## config.mk

```make
export PLATFORM = sky130hd
export DESIGN_NAME = quirk_addr_seq
export DESIGN_NICKNAME = d
export VERILOG_FILES = /design/src/rtl/qas_pkg.sv /design/src/rtl/qas_cycle_plan.sv /design/src/rtl/qas_stepper.sv /design/src/rtl/quirk_addr_seq.sv
export SDC_FILE = /design/constraint.sdc
export NUM_CORES = 1
export LEC_CHECK = 0
export BUFFER_PORTS_ARGS = -buffer_cell sky130_fd_sc_hd__buf_2
export CAP_MARGIN = 25
export CORE_MARGIN = 2
export CORE_UTILIZATION = 54
export DETAILED_ROUTE_END_ITERATION = 7
export PLACE_DENSITY = 0.89
export SETUP_SLACK_MARGIN = 0.5
export SKIP_LAST_GASP = 1
export SLEW_MARGIN = 20
export SYNTH_ARGS = -nofsm -noshare
export SYNTH_HDL_FRONTEND = slang
export SYNTH_SLANG_ARGS = --single-unit
```

## constraint.sdc

```tcl
create_clock -name clk -period 4 [get_ports clk]
set_clock_uncertainty 0.1 [all_clocks]
set_input_delay 0.8 -clock clk [delete_from_list [all_inputs] [get_ports clk]]
set_output_delay 0.8 -clock clk [all_outputs]
set_load 0.01 [all_outputs]
```

## src/rtl/qas_pkg.sv

```systemverilog
package qas_pkg;
  localparam int AW     = 16;
  localparam int DW     = 8;
  localparam int PW     = 8;
  localparam int STEP_W = 2;

  typedef enum logic [1:0] {K_JMP = 2'd0, K_IDX = 2'd1, K_RMW = 2'd2, K_NONE = 2'd3} kind_e;

  typedef struct packed {
    logic          vld;
    logic          wr;
    logic          wnew;
    logic          last;
    logic          cap_lo;
    logic          cap_rd;
    logic [AW-1:0] addr;
  } cyc_t;

  // next byte inside the same page: carry discarded
  function automatic logic [AW-1:0] in_page_next(input logic [AW-1:0] p);
    logic [PW-1:0] lo;
    lo = p[PW-1:0] + 1'b1;
    return {p[AW-1:PW], lo};
  endfunction

  // base plus index without carry into the page number
  function automatic logic [AW-1:0] uncarried_sum(input logic [AW-1:0] b, input logic [DW-1:0] x);
    logic [PW-1:0] lo;
    lo = b[PW-1:0] + x;
    return {b[AW-1:PW], lo};
  endfunction

  function automatic logic [AW-1:0] full_sum(input logic [AW-1:0] b, input logic [DW-1:0] x);
    return b + AW'(x);
  endfunction
endpackage

```

## src/rtl/qas_cycle_plan.sv

```systemverilog
module qas_cycle_plan
  import qas_pkg::*;
(
  input  kind_e              kind,
  input  logic               fixed,
  input  logic [STEP_W-1:0]  step,
  input  logic [AW-1:0]      ptr,
  input  logic [AW-1:0]      lpc,
  input  logic [DW-1:0]      idx,
  output cyc_t               cyc,
  output logic [AW-1:0]      ea
);
  logic [AW-1:0] ptr_wrap, ptr_inc, ea_raw;
  logic          ptr_cross, idx_cross;

  assign ptr_wrap  = in_page_next(ptr);
  assign ptr_inc   = ptr + 1'b1;
  assign ptr_cross = &ptr[PW-1:0];
  assign ea_raw    = uncarried_sum(ptr, idx);
  assign ea        = (kind == K_IDX) ? full_sum(ptr, idx) : ptr;
  assign idx_cross = (ea_raw != ea);

  always_comb begin
    cyc = '0;
    case (kind)
      K_JMP: begin
        case (step)
          2'd0: begin cyc.vld = 1'b1; cyc.addr = ptr; cyc.cap_lo = 1'b1; end
          2'd1: begin
            if (!fixed) begin
              cyc.vld = 1'b1; cyc.addr = ptr_wrap; cyc.last = 1'b1;
            end else if (!ptr_cross) begin
              cyc.vld = 1'b1; cyc.addr = ptr_inc; cyc.last = 1'b1;
            end
            // corrected and crossing: internal carry clock, no bus cycle
          end
          2'd2: begin cyc.vld = 1'b1; cyc.addr = ptr_inc; cyc.last = 1'b1; end
          default: cyc.last = 1'b1;
        endcase
      end
      K_IDX: begin
        case (step)
          2'd0: begin
            cyc.vld = 1'b1;
            if (!idx_cross) begin
              cyc.addr = ea; cyc.last = 1'b1;
            end else begin
              cyc.addr = fixed ? lpc : ea_raw;
            end
          end
          2'd1: begin cyc.vld = 1'b1; cyc.addr = ea; cyc.last = 1'b1; end
          default: cyc.last = 1'b1;
        endcase
      end
      K_RMW: begin
        case (step)
          2'd0: begin cyc.vld = 1'b1; cyc.addr = ptr; cyc.cap_rd = 1'b1; end
          2'd1: begin cyc.vld = 1'b1; cyc.addr = ptr; cyc.wr = !fixed; end
          2'd2: begin
            cyc.vld = 1'b1; cyc.addr = ptr; cyc.wr = 1'b1;
            cyc.wnew = 1'b1; cyc.last = 1'b1;
          end
          default: cyc.last = 1'b1;
        endcase
      end
      default: cyc.last = 1'b1;
    endcase
  end
endmodule

```

## src/rtl/qas_stepper.sv

```systemverilog
module qas_stepper
  import qas_pkg::*;
(
  input  logic               clk,
  input  logic               rst_n,
  input  logic               start,
  input  logic [1:0]         kind_in,
  input  logic               fixed_in,
  input  logic [AW-1:0]      opnd_in,
  input  logic [AW-1:0]      lpc_in,
  input  logic [DW-1:0]      idx_in,
  input  logic               ready,
  input  logic [DW-1:0]      rdata,
  input  cyc_t               cyc,
  output logic               busy,
  output logic               advance,
  output kind_e              kind_q,
  output logic               fixed_q,
  output logic [AW-1:0]      ptr_q,
  output logic [AW-1:0]      lpc_q,
  output logic [DW-1:0]      idx_q,
  output logic [STEP_W-1:0]  step_q,
  output logic [DW-1:0]      lo_q,
  output logic [DW-1:0]      rd_q
);
  logic cyc_ok;

  // a read waits for ready; a write waits only in corrected mode
  assign cyc_ok  = cyc.wr ? (!fixed_q || ready) : ready;
  assign advance = busy && (!cyc.vld || cyc_ok);

  always_ff @(posedge clk) begin
    if (!rst_n) begin
      busy    <= 1'b0;
      kind_q  <= K_NONE;
      fixed_q <= 1'b0;
      ptr_q   <= '0;
      lpc_q   <= '0;
      idx_q   <= '0;
      step_q  <= '0;
      lo_q    <= '0;
      rd_q    <= '0;
    end else if (!busy) begin
      if (start) begin
        busy    <= 1'b1;
        kind_q  <= kind_e'(kind_in);
        fixed_q <= fixed_in;
        ptr_q   <= opnd_in;
        lpc_q   <= lpc_in;
        idx_q   <= idx_in;
        step_q  <= '0;
      end
    end else if (advance) begin
      if (cyc.cap_lo) lo_q <= rdata;
      if (cyc.cap_rd) rd_q <= rdata;
      if (cyc.last) busy <= 1'b0;
      else          step_q <= step_q + 1'b1;
    end
  end

  a_r12_start_ignored: assert property (@(posedge clk) disable iff (!rst_n)
    busy && start |=> $stable(ptr_q) && $stable(kind_q) && $stable(fixed_q));

  a_r9_read_stall_holds: assert property (@(posedge clk) disable iff (!rst_n)
    busy && cyc.vld && !cyc.wr && !ready |=> busy && $stable(step_q));

  a_r10_legacy_write_moves: assert property (@(posedge clk) disable iff (!rst_n)
    busy && cyc.vld && cyc.wr && !fixed_q && !cyc.last |=> busy && step_q == $past(step_q) + 1'b1);

  a_r10_fixed_write_waits: assert property (@(posedge clk) disable iff (!rst_n)
    busy && cyc.vld && cyc.wr && fixed_q && !ready |=> busy && $stable(step_q));
endmodule

```

## src/rtl/quirk_addr_seq.sv

```systemverilog
module quirk_addr_seq
  import qas_pkg::*;
(
  input  logic          clk,
  input  logic          rst_n,
  input  logic          start,
  input  logic [1:0]    kind,
  input  logic          fixed_mode,
  input  logic [15:0]   opnd,
  input  logic [15:0]   last_pc,
  input  logic [7:0]    index,
  input  logic          ready,
  input  logic [7:0]    rdata,
  input  logic [7:0]    rmw_result,
  output logic          bus_valid,
  output logic [15:0]   bus_addr,
  output logic          bus_write,
  output logic [7:0]    bus_wdata,
  output logic [7:0]    rmw_operand,
  output logic          busy,
  output logic          done,
  output logic [15:0]   done_addr
);
  cyc_t              cyc;
  kind_e             kind_q;
  logic              fixed_q, advance;
  logic [AW-1:0]     ptr_q, lpc_q, ea;
  logic [DW-1:0]     idx_q, lo_q, rd_q;
  logic [STEP_W-1:0] step_q;

  qas_cycle_plan u_plan (
    .kind (kind_q), .fixed (fixed_q), .step (step_q), .ptr (ptr_q),
    .lpc (lpc_q), .idx (idx_q), .cyc (cyc), .ea (ea)
  );

  qas_stepper u_step (
    .clk (clk), .rst_n (rst_n), .start (start), .kind_in (kind),
    .fixed_in (fixed_mode), .opnd_in (opnd), .lpc_in (last_pc), .idx_in (index),
    .ready (ready), .rdata (rdata), .cyc (cyc), .busy (busy), .advance (advance),
    .kind_q (kind_q), .fixed_q (fixed_q), .ptr_q (ptr_q), .lpc_q (lpc_q),
    .idx_q (idx_q), .step_q (step_q), .lo_q (lo_q), .rd_q (rd_q)
  );

  assign bus_valid   = busy && cyc.vld;
  assign bus_addr    = cyc.addr;
  assign bus_write   = busy && cyc.vld && cyc.wr;
  assign bus_wdata   = cyc.wnew ? rmw_result : rd_q;
  assign rmw_operand = rd_q;
  assign done        = advance && cyc.last;
  assign done_addr   = (kind_q == K_JMP) ? {rdata, lo_q} : ea;

  a_r2_legacy_ptr_page: assert property (@(posedge clk) disable iff (!rst_n)
    done && kind_q == K_JMP && !fixed_q |-> bus_addr[AW-1:PW] == ptr_q[AW-1:PW]);

  a_r5_dummy_base_page: assert property (@(posedge clk) disable iff (!rst_n)
    bus_valid && kind_q == K_IDX && !fixed_q && !cyc.last |-> bus_addr[AW-1:PW] == ptr_q[AW-1:PW]);

  a_r11_done_ea_on_bus: assert property (@(posedge clk) disable iff (!rst_n)
    done && kind_q == K_IDX |-> done_addr == bus_addr && bus_valid);

  a_r8_fixed_single_write: assert property (@(posedge clk) disable iff (!rst_n)
    bus_write && fixed_q |-> done || !ready);

  a_r11_done_ends: assert property (@(posedge clk) disable iff (!rst_n)
    done |=> !busy);
endmodule

```

== Word level (Yosys, flattened, before mapping) ==
Index checks and enable logic that the tools add are counted.
W data, S select, Z words.

* Flip-flop bits (word level): 62
* Bits of input ports: 63
* Output and inout bits: 52
* Word-level logic and storage cells: 78

* Add/sub/neg operators: 5
* Equal/unequal tests: 7
* Multiplexer cells: 37
* Bitwise logic cells: 1
* Reduce and logical (&&, ||, !) cells: 19

{| class="wikitable"
|+ Operators by type and width
! operator !! number
|-
| $mux W16 || 7
|-
| $pmux W16 S3 || 2
|-
| $pmux W16 S2 || 1
|-
| $add A16 B1 Y16 const B || 1
|-
| $add A16 B8 Y16 || 1
|-
| $mux W1 || 16
|-
| $ne A16 B16 Y1 || 1
|-
| $mux W2 || 5
|-
| $reduce_and A3 Y1 || 3
|-
| $add A8 B1 Y8 const B || 1
|-
| $add A8 B8 Y8 || 1
|-
| $mux W8 || 1
|-
| $reduce_and A8 Y1 || 1
|-
| $pmux W1 S2 || 3
|-
| $pmux W1 S3 || 2
|-
| $eq A2 B1 Y1 const B || 2
|-
| $eq A2 B2 Y1 const B || 2
|-
| $logic_and A1 B1 Y1 || 4
|-
| $logic_not A2 Y1 || 2
|-
| $ne A2 B2 Y1 const B || 2
|-
| $reduce_or A2 Y1 || 2
|-
| $reduce_or A3 Y1 || 1
|-
| $add A2 B1 Y2 const B || 1
|-
| $logic_not A1 Y1 || 2
|-
| other kinds (4) || 5
|}

== Logic depth before layout (Yosys ltp) ==
Gate-level depths: netlist (run 1).

* Depth after elaboration: 10
* Gate-level depth with buffers: 11
* Mapped depth without buffers: 9

== Cells and area by module ==
From an unflattened synthesis (run 1), not the netlist that was laid out.

* Cells, all modules: 652
* Area total of the unflattened synthesis: 4959.8 um2

{| class="wikitable"
|+ By module, submodules not included
! module !! times used !! cells each !! area an instance (um2) !! sequential area each (um2)
|-
| qas_stepper || 1 || 270 || 2397.3 || 1241.2
|-
| qas_cycle_plan || 1 || 352 || 2199.6 || 0.0
|-
| quirk_addr_seq || 1 || 30 || 362.8 || 0.0
|}

== Worst setup path before layout (run 1) ==
Ideal clock, no wire load.

* Kind: register to output
* From: reg u_step.ptr_q[0]
* To: out bus_addr[3]
* Arrival time: 2.461 ns
* Data required time: 3.100 ns
* Path slack: 0.639 ns
* Cell stages (with the launch flop): 10
* Path through: dfxtp_1 > ha_1 > fa_1 > a21o_1 > a21oi_1 > xnor3_1 > nor4_1 > o2111a_1 > a2111oi_0 > o21ai_0

* Cells in the longest elaborated chain, start to end: 6

{| class="wikitable"
|+ Ends and longest elaborated chain
! what !! RTL line !! text
|-
| start: declaration || qas_stepper.sv:19 || <nowiki>output logic [AW-1:0] ptr_q,</nowiki>
|-
| start signal: assignment || qas_stepper.sv:48 || <nowiki>ptr_q <= opnd_in;</nowiki>
|-
| $add A16 B8 Y16 || qas_pkg.sv:34 || <nowiki>return b + AW'(x);</nowiki>
|-
| $mux W16 || qas_cycle_plan.sv:20 || <nowiki>assign ea = (kind == K_IDX) ? full_sum(ptr, idx) : ptr;</nowiki>
|-
| $ne A16 B16 Y1 || qas_cycle_plan.sv:21 || <nowiki>assign idx_cross = (ea_raw != ea);</nowiki>
|-
| $mux W16 || qas_cycle_plan.sv:45 || <nowiki>if (!idx_cross) begin</nowiki>
|-
| $pmux W16 S2 || qas_cycle_plan.sv:42 || <nowiki>case (step)</nowiki>
|-
| $pmux W16 S3 * || qas_cycle_plan.sv:25 || <nowiki>case (kind)</nowiki>
|-
| end: declaration || quirk_addr_seq.sv:16 || <nowiki>output logic [15:0] bus_addr,</nowiki>
|}

Every way passes the cells marked *; elsewhere a longest branch is shown, timed or not.

== Worst setup path after layout (run 1) ==
* From: reg u_step.ptr_q[5]
* To: out bus_addr[0]

The elaborated chain is that of the path after synthesis.

==> results of run 1 <==
worst reg2reg max path: cells and delay by family (launching register included):
| kind | cells | cell delay, ns |
|---|---|---|
| multiplexers | 1 | 0.28 |
| buffers and inverters | 3 | 0.45 |
| AND/OR/NAND/NOR | 3 | 0.83 |
| adder cells (fa/ha/maj) | 1 | 0.25 |
| AO/OA/AOI/OAI | 3 | 0.46 |
| flip-flops | 1 | 0.39 |
flip-flops by register name, summed over array words and instances (netlist names), 2 cells and up:
| register | count |
|---|---|
| u_step.idx_q | 8 |
| u_step.lo_q | 8 |
| u_step.kind_q | 2 |
| u_step.ptr_q | 16 |
| u_step.step_q | 2 |
| u_step.rd_q | 8 |
| u_step.lpc_q | 16 |
cell type report:
type | instances | area [um^2]
repair buffers | 171 | 1050
fillers | 613 | 1850
flip-flops and latches | 62 | 1250
inverters | 12 | 45.0
multi-input cells | 489 | 3650
clock inverters | 7 | 145
well taps | 105 | 131
clock buffers | 9 | 124
path summary, 6_finish.rpt:
path,from,end,slack (ns),depth (start not counted)
hold / removal,u_step.lpc_q[9]$_SDFFE_PN0P_,u_step.lpc_q[9]$_SDFFE_PN0P_,0.37,2
setup reg to reg,u_step.step_q[1]$_SDFFE_PN0P_,u_step.rd_q[6]$_SDFFE_PN0P_,1.13,11
hold reg to reg,u_step.lpc_q[9]$_SDFFE_PN0P_,u_step.lpc_q[9]$_SDFFE_PN0P_,0.37,2
setup / recovery,u_step.ptr_q[5]$_SDFFE_PN0P_,bus_addr[0],0.16,9
per-stage QoR:
| step | instance area, um^2 | hold slack, ns | instances |
|---|---|---|---|
| after floorplan | 4640 | 0.341 | 610 |
| after global placement | 5350 | 0.355 | 810 |
| after detailed placement | 5350 | 0.362 | 810 |
| after CTS | 6010 | 0.372 | 837 |
| after global routing | 6400 | 0.402 | 855 |
| final | 6400 | 0.369 | 855 |
timing repair:
action / CTS / global route
cloned: 0 / 0
endpoints found under the setup margin: 26 / 27
pin swaps: 30 / 27
setup buffers: 11 / 18
resized for setup: 68 / 49
metal layers:
| layer | vias up | wire length [um] | GRT usage (%) |
|---|---|---|---|
| li1 | 2437 | - | - |
| met1 | 2496 | 6780 | 44.9 |
| met2 | 350 | 7750 | 54.2 |
| met3 | 45 | 1770 | 8.24 |
| met4 | 0 | 476 | 10.9 |
| met5 | - | 0 | 0 |
cell usage after synthesis (8+ instances only):
master    instances  share of area [%]
a21boi_0         42                6.8
a21o_1            9                1.5
a21oi_1          23                2.5
clkbuf_1         39                3.2
dfxtp_1          62                 27
ha_1             14                3.8
inv_1            12               0.97
mux2_2           10                2.4
mux2i_1          28                6.0
nand2_1         130                 11
nand3_1          10                1.1
nor2_1           27                2.2
nor2b_1          24                3.2
nor3_1            8               0.86
o21ai_0          37                4.0
xnor2_1          12                2.3
power groups by stage:
stage,logic [W],registers [W],clock network (W)
after floorplan,0.000266,0.000681,0
after global placement,0.000399,0.000691,0
after detailed placement,0.000409,0.000693,0
after CTS,0.000444,0.000683,0.000764
after global routing,0.000528,0.000690,0.000797
final,0.000497,0.000687,0.000762
cells by family (layout without fill, tap and decap cells):
kind of cell	after synthesis	count (layout)
and+or+nand+nor	240	240
AOI/OAI and AO/OA	176	176
DFF	62	62
buffers and inverters	59	199
muxes	38	38
xor gates and xnor gates	20	20
adders and majority gates	15	15
==> flow_metrics.py, run 1 <==
metrics = {
    "status": {
        "outcome": "complete, no violations",
    },
    "timing": {
        "finalCriticalPeriod_ns": 3.84,
        "hold_violations": 0,
        "worstMarginPinSlew_ns": 0.925,
        "max_freq_mhz": 260,
        "rsz0062_at_grt": "yes",
        "slew_headroom_pct": 38.3,
        "setup_viol": 0,
        "finalCritPeriodShare_pct": 96.0,
        "setup_tns_ns": 0,
        "finalWorstSetupSlack_ns": 0.158,
        "timing.final.max_slew_violations": 0,
    },
    "setup_path": {
        "worstPathRequired_ns": 3.10,
        "cp_max_fo": 8,
        "end_kind": "primary output",
        "crit_chain": "ha_1 -> inv_1 -> o311ai_0 -> a32o_1 -> nor4_2 -> o2111a_2 -> o311a_4 -> a21o_1 -> buf_2",
        "crit_family": "compound AO/OA/AOI/OAI gates",
        "critical_path_buf_inv_count": 2,
        "cpPeakStageDelay_ns": 0.50,
        "path_class": "flop to primary output",
        "cp-start-kind": "flop",
        "cpMaxStageDelayCell": "ha_1",
        "crit_arrival_ns": 2.94,
    },
    "clock_network": {
        "root_buffer": "clkbuf_8",
        "clockBufferDepth": 2,
        "clock_sinks": 62,
        "numCtsBuffers": 9,
        "holdBufCountCts": 0,
        "htreeDepth": 3,
        "path_clk_slew_ns": 0.08,
        "clk_latency_ns": 0.36,
        "tritoncts": "yes",
    },
    "global_route": {
        "overflow": 0,
        "grt_pass1_wl_mm": 25.8,
        "grt_pass1_vias": 4954,
        "grt_max_degree": 64,
        "antenna_found_initial": 0,
        "grt_usage_pct": 33.8,
    },
    "logic_synthesis": {
        "synth_seq_cells": 62,
        "synth_area_um2": 4640,
        "synth.net_count": 688,
        "synth-simple-area-share_pct": 23.8,
        "synthDistinctLibCells": 65,
        "synth-edff-count": 0,
        "synthXorXnorAreaFrac_pct": 4.53,
        "yosysWarnings": 0,
        "ys.flop_type": "dfxtp_1",
        "async_flop_share_pct": 0,
        "yosysSeqAreaShare_pct": 26.8,
        "synthMuxAreaShare_pct": 8.48,
        "synth_fa_ha_area_share_pct": 4.21,
        "synth_compound_area_share_pct": 27.0,
        "synth_top_family_by_area": "compound AO/OA/AOI/OAI gates",
        "syn_avg_cell_area_um2": 7.60,
        "synthCells": 610,
    },
    "drt": {
        "vias": 5328,
        "wl_per_cell_um": 19.6,
        "vias_per_cell": 6.23,
        "drtIter0Drc": 524,
        "post-route-drc-count": 0,
        "postRouteAntennaNets": 0,
        "firstDrtPassIters": 5,
        "routed_wirelength_mm": 16.8,
    },
    "die": {
        "ios": 115,
        "dieWidth_um": 96.7,
        "dieArea_um2": 9340,
        "num_rows": 33,
        "core_um2": 8260,
        "die_y_um": 96.7,
        "start_util_pct": 56.1,
    },
    "min_path": {
        "min_path_type": "flop to flop",
    },
    "power_and_ir_drop": {
        "p_comb_share_pct": 25.6,
        "switchingPower_w": 0.000601,
        "clkPwrFrac_pct": 39.2,
        "netSwitchingFraction_pct": 30.9,
        "power_frac_seq_pct": 35.3,
        "power_w": 0.00195,
        "p_int_w": 0.00134,
        "peakVddDrop_mv": 0.210,
        "powerDensity_nw_per_um2": 304,
        "power.leakage_nw": 2.77,
    },
    "layout": {
        "final_common_cell": "nand2_1",
        "final_util_pct": 77.6,
        "n_antenna_cell": 0,
        "drive_above_1_share_pct": 36.8,
        "area_growth_pct": 38.2,
        "fin_nets": 823,
        "final_cell_mix": "126 x nand2_1, 114 x buf_2, 53 x dfxtp_1",
    },
    "flow_run": {
        "max_cap_viol_count": 0,
    },
    "place": {
        "hpwl_mm": 11.5,
        "io_buffers": 114,
        "gp_congestion": 0.936,
        "dp_slack_ns": 0.395,
    },
}
Note: power is estimated with default switching activity, not from simulation.
==> run 2, diff against run 1 <==
BUFFER_PORTS_ARGS = -buffer_cell sky130_fd_sc_hd__clkbuf_2   (was -buffer_cell sky130_fd_sc_hd__buf_2)
HOLD_SLACK_MARGIN = 0.02   (was unset)
==> run 2 against run 1 <==
Critical path depth stayed put. First-iteration DRC count is 17% lower. Setup slack better by 0.088 ns. Critical endpoint unchanged. Largest cell class unchanged.
==> flow_metrics.py, run 2 (synthesized netlist as in run 1, its figures left out) <==
metrics = {
    "drt": {
        "firstDrtPassIters": 7,
        "wl_per_cell_um": 18.3,
        "routed_wirelength_mm": 15.3,
        "vias_per_cell": 6.01,
        "post-route-drc-count": 0,
        "postRouteAntennaNets": 0,
        "drtIter0Drc": 435,
        "vias": 5008,
    },
    "global_route": {
        "antenna_found_initial": 0,
        "grt_usage_pct": 31.9,
        "grt_pass1_vias": 4778,
        "grt_max_degree": 64,
        "overflow": 0,
        "grt_pass1_wl_mm": 24.2,
    },
    "timing": {
        "setup_tns_ns": 0,
        "finalCritPeriodShare_pct": 93.8,
        "slew_headroom_pct": 34.3,
        "timing.final.max_slew_violations": 0,
        "max_freq_mhz": 266,
        "rsz0062_at_grt": "yes",
        "worstMarginPinSlew_ns": 0.986,
        "hold_violations": 0,
        "finalCriticalPeriod_ns": 3.75,
        "setup_viol": 0,
    },
    "setup_path": {
        "cp_max_fo": 6,
        "r2r_end": "u_step.rd_q[0]$_SDFFE_PN0P_",
        "cp-start-kind": "flop",
        "crit_arrival_ns": 2.85,
        "worstPathRequired_ns": 3.10,
        "cp-endpoint": "bus_addr[0]",
        "path_class": "flop to primary output",
        "reg2regPathDepth": 11,
        "r2r-start": "u_step.ptr_q[0]$_SDFFE_PN0P_",
        "end_kind": "primary output",
        "r2r_slack_ns": 1.04,
        "crit_path_start": "u_step.ptr_q[1]$_SDFFE_PN0P_",
    },
    "layout": {
        "instances_no_fill": 833,
        "final_cell_mix": "130 x nand2_1, 114 x clkbuf_2, 56 x dfxtp_1",
        "area_growth_pct": 26.0,
        "n_fill_cell": 690,
        "regArea_um2": 1250,
        "multi_input_comb_area_um2": 3360,
        "n_antenna_cell": 0,
        "fin_nets": 802,
        "final_util_pct": 70.8,
        "final_common_cell": "nand2_1",
        "top_regs": "u_step.lpc_q: 16 flops, u_step.ptr_q: 16 flops",
        "drive_above_1_share_pct": 30.5,
    },
    "power_and_ir_drop": {
        "power.leakage_nw": 2.52,
        "power_w": 0.00171,
        "powerDensity_nw_per_um2": 293,
        "peakVddDrop_mv": 0.243,
    },
    "die": {
        "dieWidth_um": 96.7,
        "dieArea_um2": 9340,
        "num_rows": 33,
        "start_util_pct": 56.1,
        "ios": 115,
        "die_y_um": 96.7,
        "core_um2": 8260,
    },
    "clock_network": {
        "clockBufferDepth": 2,
        "clk_latency_ns": 0.34,
        "clock_sinks": 62,
        "tritoncts": "yes",
        "path_clk_slew_ns": 0.07,
        "htreeDepth": 3,
        "root_buffer": "clkbuf_8",
        "numCtsBuffers": 9,
    },
    "place": {
        "numPlacedInstances": 811,
        "gp_congestion": 0.985,
        "io_buffers": 114,
        "hpwl_mm": 11.5,
    },
    "flow_run": {
        "max_cap_viol_count": 0,
    },
    "min_path": {
        "min_path_type": "flop to flop",
    },
    "status": {
        "outcome": "complete, no violations",
    },
}
run 2: worst min-delay path by stage:
stage / from / endpoint / slack (ns) / depth (start not counted)
6_report: u_step.lpc_q[13]$_SDFFE_PN0P_ / u_step.lpc_q[13]$_SDFFE_PN0P_ / 0.37 / 2
3_5_place_dp: u_step.lpc_q[13]$_SDFFE_PN0P_ / u_step.lpc_q[13]$_SDFFE_PN0P_ / 0.37 / 2
3_3_place_gp: u_step.lpc_q[13]$_SDFFE_PN0P_ / u_step.lpc_q[13]$_SDFFE_PN0P_ / 0.36 / 2
5_1_grt: u_step.lpc_q[9]$_SDFFE_PN0P_ / u_step.lpc_q[9]$_SDFFE_PN0P_ / 0.39 / 2
2_1_floorplan: u_step.lpc_q[3]$_SDFFE_PN0P_ / u_step.lpc_q[3]$_SDFFE_PN0P_ / 0.34 / 2
4_1_cts: u_step.lpc_q[13]$_SDFFE_PN0P_ / u_step.lpc_q[13]$_SDFFE_PN0P_ / 0.38 / 2
run 2: cell type report:
type	instances	share of cell area, %
clock buffers	12	2.83
clock inverters	3	0.728
inverters	12	0.771
multi-input cells	489	57.6
flip-flops and latches	62	21.5
well taps	105	2.25
repair buffers	150	14.4
run 2: what timing repair did:
action	CTS	global route
hold buffers	0	0
setup buffers	4	3
gates cloned	0	0
endpoints found under the setup margin	29	26
pin swaps	7	5
gates resized for setup	42	14
run 2: through the flow:
step                worst slack, ns  instance area (um^2)  hold WS (ns)
floorplan                     0.639                  4640         0.341
global placement              0.377                  5360         0.356
detailed placement            0.280                  5360         0.367
CTS                           0.248                  5770         0.376
global route                  0.119                  5840         0.393
finish                        0.246                  5840         0.373
run 2: power by group:
part | internal [W] | switching [W] | total (W)
registers | 0.000649 | 0.0000365 | 0.000686
clock network | 0.000334 | 0.000247 | 0.000582
logic | 0.000193 | 0.000254 | 0.000447
total | 0.00118 | 0.000538 | 0.00171
run 2: metal layers:
metal / GRT usage (%) / wire [um] / vias to the layer above
li1: - / - / 2388
met1: 42.3 / 6290 / 2291
met2: 51.5 / 7060 / 290
met3: 6.58 / 1560 / 39
met4: 11.4 / 386 / 0
met5: 0 / 0 / -
run 2: critical path: stages (launching register included):
cell	delay, ns
dfxtp_4	0.37
ha_1	0.29
a21o_1	0.18
a211o_4	0.38
a311o_1	0.37
a21oi_1	0.18
o2111a_2	0.25
o311a_1	0.22
a21o_1	0.15
clkbuf_2	0.13
==> run 3, diff against run 2 <==
CELL_PAD_IN_SITES_DETAIL_PLACEMENT = 2   (was unset)
CELL_PAD_IN_SITES_GLOBAL_PLACEMENT = 2   (was unset)
CORE_UTILIZATION = 30   (was 54)
PLACE_DENSITY = 0.88   (was 0.89)
==> run 3 against run 2 <==
Critical path depth grew 2. Global-route usage shrank 6.2 points. Sequential share of layout area shrank 1.4 points. Worst hold slack gained 0.0062 ns. Final cell count grew 11%. Sequential power grew 0.6%. Flip-flop and latch count is the same. Maximum frequency shrank 4.6%. Combinational power grew 11%. Clock-buffer cell count shrank 2. First-iteration DRC count shrank 15%.
==> flow_metrics.py, run 3 (synthesized netlist as in run 1, its figures left out) <==
metrics = {
    "status": {
        "outcome": "complete, no violations",
    },
    "timing": {
        "max_freq_mhz": 254,
        "rsz0062_at_grt": "yes",
        "slew_headroom_pct": 35.5,
        "setup_viol": 0,
        "finalCritPeriodShare_pct": 98.4,
        "whs_ns": 0.379,
        "setup_tns_ns": 0,
        "finalCriticalPeriod_ns": 3.94,
        "worstMarginPinSlew_ns": 0.968,
        "timing.final.max_slew_violations": 0,
        "hold_violations": 0,
    },
    "global_route": {
        "grt_pass1_wl_mm": 32.4,
        "overflow": 0,
        "antenna_found_initial": 0,
        "grt_max_degree": 64,
        "grt_pass1_vias": 5677,
        "grt_usage_pct": 25.7,
    },
    "clock_network": {
        "clock_sinks": 62,
        "root_buffer": "clkbuf_16",
        "path_clk_slew_ns": 0.06,
        "numCtsBuffers": 9,
        "htreeDepth": 3,
        "clockBufferDepth": 2,
        "holdBufCountCts": 0,
        "tritoncts": "yes",
        "clk_latency_ns": 0.35,
    },
    "layout": {
        "n_fill_cell": 1691,
        "top_regs": "u_step.lpc_q: 16 flops, u_step.ptr_q: 16 flops",
        "fin_nets": 809,
        "drive_above_1_share_pct": 33.0,
        "n_antenna_cell": 0,
        "final_common_cell": "nand2_1",
        "regArea_um2": 1250,
        "area_growth_pct": 34.6,
        "final_cell_mix": "128 x nand2_1, 105 x clkbuf_2, 55 x dfxtp_1",
        "multi_input_comb_area_um2": 3480,
        "final_util_pct": 41.2,
    },
    "drt": {
        "wl_per_cell_um": 22.6,
        "post-route-drc-count": 0,
        "postRouteAntennaNets": 0,
        "vias_per_cell": 5.65,
        "firstDrtPassIters": 4,
        "vias": 5220,
        "routed_wirelength_mm": 20.9,
        "drtIter0Drc": 371,
    },
    "die": {
        "dieArea_um2": 16500,
        "num_rows": 45,
        "core_um2": 15100,
        "dieWidth_um": 128,
        "start_util_pct": 30.6,
        "ios": 115,
        "die_y_um": 128,
    },
    "power_and_ir_drop": {
        "switchingPower_w": 0.000649,
        "clkPwrFrac_pct": 42.4,
        "p_int_w": 0.00141,
        "peakVddDrop_mv": 0.213,
        "power_frac_seq_pct": 33.6,
        "powerDensity_nw_per_um2": 330,
        "power_w": 0.00206,
        "p_comb_share_pct": 24.0,
        "netSwitchingFraction_pct": 31.6,
        "power.leakage_nw": 2.65,
    },
    "setup_path": {
        "cp_max_fo": 7,
        "r2r_slack_ns": 1.04,
        "reg2regPathDepth": 10,
        "path_class": "flop to primary output",
        "end_kind": "primary output",
        "r2r-start": "u_step.ptr_q[4]$_SDFFE_PN0P_",
        "crit_arrival_ns": 3.04,
        "r2r_end": "u_step.rd_q[5]$_SDFFE_PN0P_",
        "worstPathRequired_ns": 3.10,
        "cp-start-kind": "flop",
    },
    "place": {
        "io_buffers": 114,
        "hpwl_mm": 15.2,
        "gp_congestion": 0.938,
    },
    "min_path": {
        "min_path_type": "flop to flop",
        "min_to": "u_step.lpc_q[5]$_SDFFE_PN0P_",
        "hold_path.startpoint": "u_step.lpc_q[5]$_SDFFE_PN0P_",
        "hold_depth": 2,
    },
    "flow_run": {
        "max_cap_viol_count": 0,
    },
}
==> run 3: cell count changes in the layout (fill, tap and decap cells not counted), moves of 3 or more <==
| cell | change |
|---|---|
| clkinv_4 | +3 |
| a21oi_1 | -3 |
| buf_2 | +9 |
| clkbuf_2 | -9 |
| clkbuf_16 | +9 |
| buf_4 | +5 |
| clkbuf_8 | -12 |
==> run 3: cell type report <==
cell class / count / area share [%]
Multi-Input combinational cell: 489 / 55.8
Clock buffer: 10 / 3.67
Tap cell: 188 / 3.77
Timing Repair Buffer: 157 / 14.4
Clock inverter: 6 / 1.52
Inverter: 12 / 0.722
Sequential cell: 62 / 20.1
==> run 3: how the worst max path moves through the flow <==
stage	startpoint	to	slack, ns	cells after the start
finish	u_step.ptr_q[0]$_SDFFE_PN0P_	bus_addr[11]	0.06	11
global route	u_step.ptr_q[0]$_SDFFE_PN0P_	bus_addr[1]	-0.006	10
CTS	u_step.ptr_q[0]$_SDFFE_PN0P_	bus_addr[1]	0.1	10
detailed placement	u_step.ptr_q[3]$_SDFFE_PN0P_	bus_addr[3]	0.16	9
global placement	u_step.ptr_q[0]$_SDFFE_PN0P_	bus_addr[11]	0.37	10
floorplan	u_step.ptr_q[0]$_SDFFE_PN0P_	bus_addr[3]	0.64	9
==> run 3: per-layer routing <==
| metal | routed length, um | part of all wire [%] | vias to the layer above | track usage (%) |
|---|---|---|---|---|
| met2 | 10600 | 51 | 145 | 44.8 |
| met4 | 599 | 2.9 | 0 | 11.1 |
| met3 | 1140 | 5.5 | 44 | 4.51 |
| met1 | 8510 | 41 | 2620 | 31.1 |
| met5 | 0 | 0 | - | 0 |
| li1 | - | - | 2411 | - |
==> run 3: per-stage QoR <==
step / area, um^2 / instances / setup slack [ns]
after global routing: 6240 / 924 / -0.00578
after floorplan: 4640 / 610 / 0.639
after global placement: 5470 / 894 / 0.371
final: 6240 / 924 / 0.0633
after CTS: 6060 / 916 / 0.0951
after detailed placement: 5470 / 894 / 0.163
==> run 3: power by group through the flow <==
stage	logic (W)	clock network [W]	registers [W]
after floorplan	0.000266	0	0.000681
after global placement	0.000413	0	0.000698
after detailed placement	0.000431	0	0.000700
after CTS	0.000464	0.000884	0.000688
after global routing	0.000538	0.000912	0.000694
final	0.000495	0.000872	0.000690
==> run 3: worst max-delay path, cell delays in order (launching register included) <==
cell      delay, ns
dfxtp_2        0.34
ha_4           0.17
fa_2           0.43
a21oi_2        0.23
o21bai_4       0.13
a21boi_4       0.21
and2_1         0.18
nor3_1         0.06
buf_4          0.19
a221oi_2       0.36
o211ai_1       0.22
clkbuf_2       0.18
==> run 3: timing repair <==
item	in CTS	in global routing
gates resized for setup	51	35
endpoints found under the setup margin	30	26
pin swaps	10	15
setup buffers	6	8
